### config.mk
export PLATFORM = sky130hd
export DESIGN_NAME = onehot_alu
export DESIGN_NICKNAME = d
export VERILOG_FILES = /design/src/rtl/onehot_alu_pkg.sv /design/src/rtl/alu_op_decode.sv /design/src/rtl/ripple_addsub.sv /design/src/rtl/shift_matrix.sv /design/src/rtl/onehot_combine.sv /design/src/rtl/onehot_alu.sv
export SDC_FILE = /design/constraint.sdc
export NUM_CORES = 1
export LEC_CHECK = 0
export ABC_AREA = 0
export BUFFER_PORTS_ARGS = -buffer_cell sky130_fd_sc_hd__buf_2
export CAP_MARGIN = 20
export CORE_UTILIZATION = 40
export DETAILED_ROUTE_END_ITERATION = 10
export SYNTH_ARGS = -nofsm -noshare
export SYNTH_HDL_FRONTEND = slang
export SYNTH_SLANG_ARGS = --single-unit
### constraint.sdc
create_clock -name vclk -period 8.4
set_input_delay 0.42 -clock vclk [all_inputs]
set_output_delay 0.42 -clock vclk [all_outputs]
set_load 0.02 [all_outputs]
### src/rtl/onehot_alu_pkg.sv
package onehot_alu_pkg;

  typedef enum logic [2:0] {
    OP_ADD  = 3'd0,
    OP_SUB  = 3'd1,
    OP_AND  = 3'd2,
    OP_XOR  = 3'd3,
    OP_SHL  = 3'd4,
    OP_SHR  = 3'd5,
    OP_PASS = 3'd6,
    OP_NONE = 3'd7
  } alu_op_e;

  localparam int OP_W    = 3;
  localparam int N_UNITS = 6;
  localparam int U_ARITH = 0;
  localparam int U_AND   = 1;
  localparam int U_XOR   = 2;
  localparam int U_SHL   = 3;
  localparam int U_SHR   = 4;
  localparam int U_PASS  = 5;

endpackage

### src/rtl/alu_op_decode.sv
module alu_op_decode
  import onehot_alu_pkg::*;
(
  input  logic [OP_W-1:0]    op_code,
  output logic [N_UNITS-1:0] unit_en,
  output logic               sub_mode
);

  always_comb begin
    unit_en  = '0;
    sub_mode = 1'b0;
    case (op_code)
      OP_ADD:  unit_en[U_ARITH] = 1'b1;
      OP_SUB: begin
        unit_en[U_ARITH] = 1'b1;
        sub_mode         = 1'b1;
      end
      OP_AND:  unit_en[U_AND]  = 1'b1;
      OP_XOR:  unit_en[U_XOR]  = 1'b1;
      OP_SHL:  unit_en[U_SHL]  = 1'b1;
      OP_SHR:  unit_en[U_SHR]  = 1'b1;
      OP_PASS: unit_en[U_PASS] = 1'b1;
      default: unit_en = '0;
    endcase
  end

endmodule

### src/rtl/ripple_addsub.sv
module ripple_addsub #(
  parameter int WIDTH = 16
) (
  input  logic [WIDTH-1:0] a_in,
  input  logic [WIDTH-1:0] b_in,
  input  logic             sub_mode,
  output logic [WIDTH-1:0] sum_out
);

  logic [WIDTH:0]   carry;
  logic [WIDTH-1:0] b_eff;

  assign carry[0] = sub_mode;
  assign b_eff    = b_in ^ {WIDTH{sub_mode}};

  genvar i;
  generate
    for (i = 0; i < WIDTH; i++) begin : g_fa
      assign sum_out[i]  = a_in[i] ^ b_eff[i] ^ carry[i];
      assign carry[i+1]  = (a_in[i] & b_eff[i]) | (a_in[i] & carry[i]) | (b_eff[i] & carry[i]);
    end
  endgenerate

  logic unused_cout;
  assign unused_cout = carry[WIDTH];

endmodule

### src/rtl/shift_matrix.sv
module shift_matrix #(
  parameter int WIDTH  = 16,
  parameter bit LEFT   = 1'b1
) (
  input  logic [WIDTH-1:0] din,
  input  logic [WIDTH-1:0] dist_oh,
  output logic [WIDTH-1:0] dout
);

  genvar i, k;
  generate
    for (i = 0; i < WIDTH; i++) begin : g_bit
      logic [WIDTH-1:0] terms;
      for (k = 0; k < WIDTH; k++) begin : g_dist
        if (LEFT && (i >= k)) begin : g_l
          assign terms[k] = dist_oh[k] & din[i-k];
        end else if (!LEFT && (i + k < WIDTH)) begin : g_r
          assign terms[k] = dist_oh[k] & din[i+k];
        end else begin : g_zero
          assign terms[k] = 1'b0;
        end
      end
      assign dout[i] = |terms;
    end
  endgenerate

endmodule

### src/rtl/onehot_combine.sv
module onehot_combine #(
  parameter int WIDTH   = 16,
  parameter int N_SRC   = 6
) (
  input  logic [N_SRC-1:0][WIDTH-1:0] src,
  input  logic [N_SRC-1:0]            en,
  output logic [WIDTH-1:0]            dout
);

  genvar b, u;
  generate
    for (b = 0; b < WIDTH; b++) begin : g_bit
      logic [N_SRC-1:0] gated;
      for (u = 0; u < N_SRC; u++) begin : g_src
        assign gated[u] = en[u] & src[u][b];
      end
      assign dout[b] = |gated;
    end
  endgenerate

endmodule

### src/rtl/onehot_alu.sv
module onehot_alu
  import onehot_alu_pkg::*;
#(
  parameter int WIDTH = 16
) (
  input  logic [2:0]       op_code,
  input  logic [WIDTH-1:0] opnd_x,
  input  logic [WIDTH-1:0] opnd_y,
  output logic [WIDTH-1:0] result
);

  localparam int SHW = $clog2(WIDTH);

  logic [N_UNITS-1:0]            unit_en;
  logic                          sub_mode;
  logic [WIDTH-1:0]              shift_oh;
  logic [N_UNITS-1:0][WIDTH-1:0] unit_res;

  alu_op_decode u_dec (
    .op_code  (op_code),
    .unit_en  (unit_en),
    .sub_mode (sub_mode)
  );

  genvar k;
  generate
    for (k = 0; k < WIDTH; k++) begin : g_shdec
      assign shift_oh[k] = (opnd_y[SHW-1:0] == SHW'(k));
    end
  endgenerate

  ripple_addsub #(.WIDTH(WIDTH)) u_arith (
    .a_in     (opnd_x),
    .b_in     (opnd_y),
    .sub_mode (sub_mode),
    .sum_out  (unit_res[U_ARITH])
  );

  assign unit_res[U_AND]  = opnd_x & opnd_y;
  assign unit_res[U_XOR]  = opnd_x ^ opnd_y;
  assign unit_res[U_PASS] = opnd_y;

  shift_matrix #(.WIDTH(WIDTH), .LEFT(1'b1)) u_shl (
    .din     (opnd_x),
    .dist_oh (shift_oh),
    .dout    (unit_res[U_SHL])
  );

  shift_matrix #(.WIDTH(WIDTH), .LEFT(1'b0)) u_shr (
    .din     (opnd_x),
    .dist_oh (shift_oh),
    .dout    (unit_res[U_SHR])
  );

  onehot_combine #(.WIDTH(WIDTH), .N_SRC(N_UNITS)) u_mix (
    .src  (unit_res),
    .en   (unit_en),
    .dout (result)
  );

endmodule

==> results of run 1 <==
-- final cells by class --
| type | count | area share (%) |
|---|---|---|
| multi-input cells | 453 | 86.8 |
| inverters | 5 | 0.483 |
| repair buffers | 65 | 9.27 |
| well taps | 108 | 3.47 |
-- kinds of logic (layout without fill, tap and decap cells) --
logic type      after synthesis  after routing  synth area share, %
compound gates              192            192                 37.1
xor+xnor                     17             17                 4.03
fa+ha+maj                    30             30                 13.0
buf+inv                      75             70                 9.61
mux                          38             38                 11.4
simple gates                176            176                 24.8
-- per-stage QoR --
| stage | power, W | cells |
|---|---|---|
| 2_1_floorplan | 0.000182 | 528 |
| 3_3_place_gp | 0.000252 | 631 |
| 3_5_place_dp | 0.000254 | 631 |
| 4_1_cts | 0.000256 | 631 |
| 5_1_grt | 0.000287 | 631 |
| 6_report | 0.000267 | 631 |
-- how the worst max path moves through the flow --
stage,startpoint,endpoint,slack (ns),cells after the start
CTS,op_code[0],result[15],0.01,25
finish,op_code[0],result[15],0.32,25
global route,op_code[0],result[15],0.04,25
floorplan,op_code[0],result[15],0.04,25
global placement,op_code[0],result[15],0.02,25
detailed placement,op_code[0],result[15],-0.06,25
-- power by group --
part / internal, W / switching [W]
Sequential: 0 / 0
Clock: 0 / 0
Combinational: 0.0000991 / 0.000168
Total: 0.0000991 / 0.000168
-- layer usage --
layer / up-vias / GRT usage, % / wire [um]
met5: - / 0 / 0
met4: 0 / 11.3 / 669
met3: 70 / 4.01 / 1810
met2: 361 / 48.3 / 6720
met1: 2195 / 43.9 / 6260
li1: 2008 / - / -
-- cell usage in the layout, fill, tap and decap left out, drive strengths merged, types with 3 or more instances in the layout --
cell / netlist / final
buf: 39 / 65
nand2: 47 / 47
a22oi: 31 / 31
o21ai: 28 / 28
a21oi: 27 / 27
nor2: 25 / 25
mux2i: 24 / 24
nand3: 21 / 21
ha: 16 / 16
nor2b: 16 / 16
fa: 14 / 14
mux2: 13 / 13
nand2b: 13 / 13
a31oi: 13 / 13
xor2: 12 / 12
a211oi: 12 / 12
and3: 11 / 11
o22ai: 11 / 11
nor3: 11 / 11
o221ai: 9 / 9
and2: 8 / 8
nand3b: 7 / 7
a221oi: 7 / 7
a32o: 6 / 6
o22a: 5 / 5
o32ai: 5 / 5
nor3b: 5 / 5
a22o: 5 / 5
xnor2: 5 / 5
a32oi: 4 / 4
o2bb2ai: 4 / 4
clkinv: 3 / 3
o211ai: 3 / 3
-- critical path, delay by kind of cell --
family	cells	cell delay [ns]
xor+xnor	2	0.34
buf+inv	2	0.29
compound gates	3	0.43
simple gates	4	0.51
fa+ha+maj	14	5.68
-- what timing repair did --
action / 4_1_cts / 5_1_grt
gates cloned: 0 / 0
endpoints found under the setup margin: 1 / 2
pin swaps: 1 / 1
gates resized for setup: 2 / 7
==> flow_metrics.env, run 1 <==
export IMPL_hold_start="opnd_y[11]"
export IMPL_start_util_pct=41.8
export IMPL_n_fill_cell=938
export IMPL_final_net_count=590
export IMPL_place_gp_congestion=0.978
export IMPL_fin_setup_tns_ns=0
export IMPL_die_w_um=98.1
export IMPL_yosys_area_top_type_share_pct=7.58
export IMPL_critPathMaxFanout=3
export IMPL_numPortBuffers=51
export IMPL_grt_max_degree=84
export IMPL_setup_ws_ns=0.320
export IMPL_fin_crit_sh_pct=96.2
export IMPL_fin_hold_ws_ns=1.28
export IMPL_postCtsSetupBuffers=0
export IMPL_nFlopsAndLatches=0
export IMPL_yosysTopAreaCell="fa_1"
export IMPL_syn_area_per_cell_um2=7.00
export IMPL_worstMarginPinSlew_ns=0.933
export IMPL_hp_class="in -> out"
export IMPL_ys_seq_area_share_pct=0
export IMPL_grt_pass1_wl_um=24000
export IMPL_grt_pass1_vias=4226
export IMPL_critPathSlowestCell="fa_1"
export IMPL_num_vias=4634
export IMPL_synth_most_common_cell="nand2_1"
export IMPL_rows=34
export IMPL_postCtsHoldBufs=0
export IMPL_powerDensity_nw_per_um2=68.7
export IMPL_post_route_util_pct=43.9
export IMPL_leakage_nw=1.50
export IMPL_cp_arrival_ns=7.66
export IMPL_antenna_found_initial=0
export IMPL_drtPass1Iterations=6
export IMPL_end_kind="output port"
export IMPL_coreArea_um2=8850
export IMPL_wire_per_inst_um=24.5
export IMPL_slowest_delay_ns=0.44
export IMPL_min_to="result[11]"
export IMPL_multi_input_area_um2=3370
export IMPL_setup_viol_count_final=0
export IMPL_seq_area_um2=0
export IMPL_clock_fmax_ghz=0.124
export IMPL_synth_commonest_cells="47 x nand2_1, 31 x a22oi_1, 31 x clkbuf_1"
export IMPL_yosysUniqueCellTypes=69
export IMPL_dp_hpwl_um=10500
export IMPL_clkbuf_count=0
export IMPL_areaGrowthSynthToFinish_pct=5.18
export IMPL_drc=0
export IMPL_worstPathRequired_ns=7.98
export IMPL_wirelength_um=15500
export IMPL_stdcell_area_um2=3890
export IMPL_hold_viol_final=0
export IMPL_max_cap_violations=0
export IMPL_fin_crit_ns=8.08
export IMPL_maxSlewHeadroom_pct=37.7
export IMPL_synth_net_count=593
export IMPL_grt_usage_pct=31.1
export IMPL_synth_area_leaders="fa_1 7.6%, a22oi_1 6.3%, mux2i_1 6.2%, ha_1 5.4%, nand2_1 4.8%"
export IMPL_status="finished clean"
export IMPL_die_h_um=98.1
export IMPL_rsz0062_at_grt="false"
export IMPL_antenna_cells=0
export IMPL_drt_iter0_markers=813
export IMPL_critPathLaunchType="input port"
export IMPL_syn_cell_area_um2=3700
export IMPL_slew_viol_final=0
export IMPL_worstSetupPathType="in -> out"
export IMPL_synth_cells=528
export IMPL_die_area_um2=9630
export IMPL_dp_slack_ns=-0.0598
export IMPL_final_antenna_net_count=0
export IMPL_placement_cell_area_um2=3860
export IMPL_via_per_inst=7.34
export IMPL_io_pins=51
export IMPL_vdd_ir_drop_worst_v=0.0000486
export IMPL_gr_total_overflow=0
export IMPL_hold_depth=3
export IMPL_yosysWarningCount=0
export IMPL_layout_drive_gt1_share_pct=18.4
Power figures use the tool's default switching activity.
==> run 2, diff against run 1 <==
--- a/config.mk
+++ b/config.mk
@@ -10,6 +10,7 @@
 export CAP_MARGIN = 20
 export CORE_UTILIZATION = 40
 export DETAILED_ROUTE_END_ITERATION = 10
+export PLACE_DENSITY_LB_ADDON = 0.2
 export SYNTH_ARGS = -nofsm -noshare
 export SYNTH_HDL_FRONTEND = slang
 export SYNTH_SLANG_ARGS = --single-unit
==> run 2 against run 1 <==
Effect of this change: routed wire length decreased by 3.2%; maximum frequency increased by 0.59%; hold slack got worse by 0.015 ns; non-clock buffer count decreased by 1.
==> flow_metrics.env, run 2 (same netlist as run 1, synthesis figures left out) <==
export IMPL_status="finished clean"
export IMPL_die_w_um=98.1
export IMPL_leakage_nw=1.49
export IMPL_antenna_found_initial=0
export IMPL_cp_arrival_ns=7.61
export IMPL_dp_cells=630
export IMPL_layoutNonFillerInstCount=630
export IMPL_antenna_cells=0
export IMPL_grt_pass1_wl_um=23500
export IMPL_clock_fmax_ghz=0.124
export IMPL_start_util_pct=41.8
export IMPL_wire_per_inst_um=23.7
export IMPL_drtPass1Iterations=6
export IMPL_layout_drive_gt1_share_pct=17.8
export IMPL_numPortBuffers=51
export IMPL_final_antenna_net_count=0
export IMPL_critPathMaxFanout=3
export IMPL_seqPwrFrac_pct=0
export IMPL_drc=0
export IMPL_worstSetupPathType="in -> out"
export IMPL_fin_crit_ns=8.03
export IMPL_grt_usage_pct=30.4
export IMPL_post_cts_resize_count=0
export IMPL_end_kind="output port"
export IMPL_slew_viol_final=0
export IMPL_grt_pass1_vias=4155
export IMPL_maxSlewHeadroom_pct=38.4
export IMPL_fin_crit_sh_pct=95.6
export IMPL_num_vias=4580
export IMPL_worstMarginPinSlew_ns=0.923
export IMPL_coreArea_um2=8850
export IMPL_rows=34
export IMPL_p_sw_share_pct=62.6
export IMPL_nFlopsAndLatches=0
export IMPL_io_pins=51
export IMPL_clkbuf_count=0
export IMPL_drt_iter0_markers=719
export IMPL_hold_viol_final=0
export IMPL_gr_total_overflow=0
export IMPL_wirelength_um=15000
export IMPL_vdd_ir_drop_worst_v=0.0000527
export IMPL_postCtsSetupBuffers=0
export IMPL_hp_class="in -> out"
export IMPL_worstPathRequired_ns=7.98
export IMPL_powerDensity_nw_per_um2=67.9
export IMPL_die_area_um2=9630
export IMPL_p_sw_w=0.000165
export IMPL_combPwrFrac_pct=100.0
export IMPL_critPathLaunchType="input port"
export IMPL_die_h_um=98.1
export IMPL_final_net_count=589
export IMPL_areaGrowthSynthToFinish_pct=4.91
export IMPL_max_cap_violations=0
export IMPL_fin_setup_tns_ns=0
export IMPL_fin_hold_ws_ns=1.26
export IMPL_rsz0062_at_grt="false"
export IMPL_clkPwrFrac_pct=0
export IMPL_layout_commonest_cell="buf_2"
export IMPL_n_fill_cell=941
export IMPL_mostFrequentLayoutCells="50 x buf_2, 47 x nand2_1, 31 x a22oi_1, 28 x o21ai_0, 27 x a21oi_1"
export IMPL_dp_hpwl_um=10400
export IMPL_setup_viol_count_final=0
export IMPL_postCtsHoldBufs=0
export IMPL_place_gp_congestion=0.960
export IMPL_grt_max_degree=84
export IMPL_seq_area_um2=0
export IMPL_via_per_inst=7.27
export IMPL_p_int_w=0.0000984
-- run 2: cell count changes in the layout (fill, tap and decap cells not counted) --
cell | before | now
o21ai_0 | 27 | 28
fa_1 | 7 | 9
buf_2 | 51 | 50
fa_2 | 7 | 5
o21ai_1 | 1 | 0
-- run 2: area by class of cell --
cell class | count | area, um^2 | share of cell area (%)
Multi-Input combinational cell | 453 | 3370 | 86.9
Timing Repair Buffer | 64 | 355 | 9.16
Inverter | 5 | 18.8 | 0.484
Tap cell | 108 | 135 | 3.48
-- run 2: worst max-delay path, cell delays in order --
cell and delay (ns):
buf_2 0.11, nor2b_4 0.12, and2_1 0.21, nand2_1 0.09
nand2_1 0.07, fa_1 0.41, fa_1 0.43, fa_1 0.43
fa_1 0.43, fa_2 0.38, fa_2 0.37, fa_1 0.43
fa_1 0.43, fa_1 0.43, fa_2 0.38, fa_1 0.42
fa_1 0.43, fa_2 0.39, fa_2 0.38, xnor2_2 0.15
xnor2_1 0.12, o221ai_1 0.16, o21ai_0 0.12, o211ai_1 0.10
buf_4 0.17
-- run 2: worst paths after layout --
check / startpoint / endpoint / slack, ns / cells past startpoint
worst min-delay path: opnd_y[11] / result[11] / 1.26 / 3
worst max-delay path: op_code[0] / result[15] / 0.37 / 25
-- run 2: routing by layer --
| layer | GRT usage [%] | part of all wire, % | vias up |
|---|---|---|---|
| li1 | - | - | 2012 |
| met1 | 41.2 | 40 | 2137 |
| met2 | 46.7 | 43 | 341 |
| met3 | 5.01 | 11 | 90 |
| met4 | 14.9 | 6.1 | 0 |
| met5 | 0 | 0 | - |
-- run 2: power by group through the flow --
stage                     combinational (W)  sequential (W)  clock [W]
after global routing               0.000284               0          0
after CTS                          0.000254               0          0
after detailed placement           0.000253               0          0
after global placement             0.000251               0          0
after floorplan                    0.000182               0          0
final                              0.000263               0          0
-- run 2: per-stage QoR --
step,worst slack [ns],power [W],instance area [um^2],utilization [%]
floorplan,0.0408,0.000182,3700,-
global placement,0.0732,0.000251,3860,43.6
detailed placement,0.0227,0.000253,3860,43.6
CTS,0.00700,0.000254,3860,43.6
global route,0.0357,0.000284,3880,43.8
finish,0.368,0.000263,3880,43.8
==> run 3, diff against run 2 <==
--- a/config.mk
+++ b/config.mk
@@ -10,7 +10,7 @@
 export CAP_MARGIN = 20
 export CORE_UTILIZATION = 40
 export DETAILED_ROUTE_END_ITERATION = 10
-export PLACE_DENSITY_LB_ADDON = 0.2
+export PLACE_DENSITY = 0.69
 export SYNTH_ARGS = -nofsm -noshare
 export SYNTH_HDL_FRONTEND = slang
 export SYNTH_SLANG_ARGS = --single-unit
==> constraint.sdc (replaced) <==
create_clock -name vclk -period 8.4
set_input_delay 2.52 -clock vclk [all_inputs]
set_output_delay 2.52 -clock vclk [all_outputs]
set_load 0.02 [all_outputs]
==> run 3 against run 2 <==
Effect of this change: the run now ends with DRC, setup timing left; clock-buffer cell count is the same; die area is the same; utilization grew 3.3 points; combinational power grew 9.1%; largest power group unchanged; via count grew 1.6%.
==> flow_metrics.env, run 3 (same netlist as run 1, synthesis figures left out) <==
export IMPL_critPathLaunchType="input port"
export IMPL_via_per_inst=7.17
export IMPL_multi_input_area_um2=3480
export IMPL_die_h_um=98.1
export IMPL_coreArea_um2=8850
export IMPL_p_int_w=0.000114
export IMPL_die_area_um2=9630
export IMPL_leakage_nw=1.61
export IMPL_final_net_count=608
export IMPL_numPortBuffers=51
export IMPL_hp_class="in -> out"
export IMPL_worstSetupPathType="in -> out"
export IMPL_dp_hpwl_um=10500
export IMPL_combPwrFrac_pct=100.0
export IMPL_layout_drive_gt1_share_pct=26.2
export IMPL_gr_total_overflow=0
export IMPL_die_w_um=98.1
export IMPL_drtPass1Iterations=10
export IMPL_rows=34
export IMPL_end_kind="output port"
export IMPL_violations="DRC, setup timing"
export IMPL_antenna_cells=0
export IMPL_hold_viol_final=0
export IMPL_num_vias=4651
export IMPL_nFlopsAndLatches=0
export IMPL_grt_pass1_wl_um=23800
export IMPL_fin_hold_ws_ns=5.44
export IMPL_mostFrequentLayoutCells="44 x nand2_1, 43 x buf_2, 35 x buf_4, 31 x a22oi_1, 26 x o21ai_0"
export IMPL_drc=2
export IMPL_setup_ws_ns=-3.22
export IMPL_cp_arrival_ns=9.10
export IMPL_n_fill_cell=912
export IMPL_fin_crit_ns=11.62
export IMPL_critPathMaxFanout=3
export IMPL_vdd_ir_drop_worst_v=0.0000420
export IMPL_max_cap_violations=0
export IMPL_final_antenna_net_count=0
export IMPL_drt_iter0_markers=748
export IMPL_fin_crit_sh_pct=138
export IMPL_maxSlewHeadroom_pct=37.2
export IMPL_start_util_pct=41.8
export IMPL_slew_viol_final=0
export IMPL_worstMarginPinSlew_ns=0.940
export IMPL_wire_per_inst_um=23.2
export IMPL_total_power_w=0.000287
export IMPL_setup_viol_count_final=10
export IMPL_p_sw_w=0.000173
export IMPL_clkbuf_count=0
export IMPL_io_pins=51
export IMPL_p_sw_share_pct=60.2
export IMPL_seqPwrFrac_pct=0
export IMPL_status="complete, but fails checks"
export IMPL_seq_area_um2=0
export IMPL_worstPathRequired_ns=5.88
export IMPL_clock_fmax_ghz=0.0860
export IMPL_rsz0062_at_grt="true"
export IMPL_grt_pass1_vias=4274
export IMPL_antenna_found_initial=0
export IMPL_wirelength_um=15100
export IMPL_layout_commonest_cell="nand2_1"
export IMPL_place_gp_congestion=1.04
export IMPL_grt_usage_pct=30.7
export IMPL_grt_max_degree=84
export IMPL_powerDensity_nw_per_um2=68.9
export IMPL_hold_depth=3
export IMPL_post_route_util_pct=47.1
export IMPL_areaGrowthSynthToFinish_pct=12.7
export IMPL_clkPwrFrac_pct=0
## run 3: area by class of cell
type / instances / area share, %
repair buffers: 83 / 12.8
well taps: 108 / 3.24
inverters: 5 / 0.450
multi-input cells: 453 / 83.5
## run 3: critical path, stage by stage
cell,delay [ns]
buf_6,0.09
nor2b_4,0.12
and2_4,0.18
nand2_2,0.07
nand2_2,0.06
fa_2,0.37
fa_2,0.37
fa_2,0.37
fa_2,0.37
fa_2,0.37
fa_2,0.37
fa_2,0.37
fa_2,0.38
fa_2,0.38
fa_2,0.37
fa_2,0.36
fa_2,0.37
fa_2,0.38
fa_2,0.38
xnor2_2,0.14
xnor2_1,0.13
o221ai_1,0.16
o21ai_1,0.11
o211ai_1,0.10
buf_2,0.20
## run 3: through the flow
step	setup slack, ns	setup TNS (ns)	cells	cell area, um^2
CTS	-3.24	-18.68	648	4100
floorplan	-3.29	-18.83	528	3810
global route	-3.51	-20.16	649	4170
global placement	-3.19	-18.50	649	4070
detailed placement	-3.29	-19.16	649	4070
finish	-3.22	-18.27	649	4170
## run 3: layer usage
metal / vias to the layer above / GRT usage (%) / wire length (um)
li1: 2047 / - / -
met1: 2134 / 43.3 / 5890
met2: 391 / 46.3 / 6410
met3: 79 / 6.01 / 2030
met4: 0 / 11.3 / 755
met5: - / 0 / 0
## run 3: final timing paths
check                         to        from
worst max-delay path  result[15]  op_code[0]
worst min-delay path  result[11]  opnd_y[11]
## run 3: power by group through the flow
stage               combinational, W  sequential, W  clock, W
CTS                         0.000272              0         0
finish                      0.000287              0         0
detailed placement          0.000267              0         0
global placement            0.000263              0         0
global route                0.000309              0         0
floorplan                   0.000189              0         0
## run 3: timing repair
| item | 4_1_cts | 5_1_grt |
|---|---|---|
| hold buffers | 0 | 0 |
| hold endpoints to repair | 0 | 0 |
| setup buffers | 0 | 1 |
| endpoints found under the setup margin | 10 | 10 |
| gates resized for setup | 11 | 15 |
| pin swaps | 5 | 4 |
| cloned | 0 | 0 |
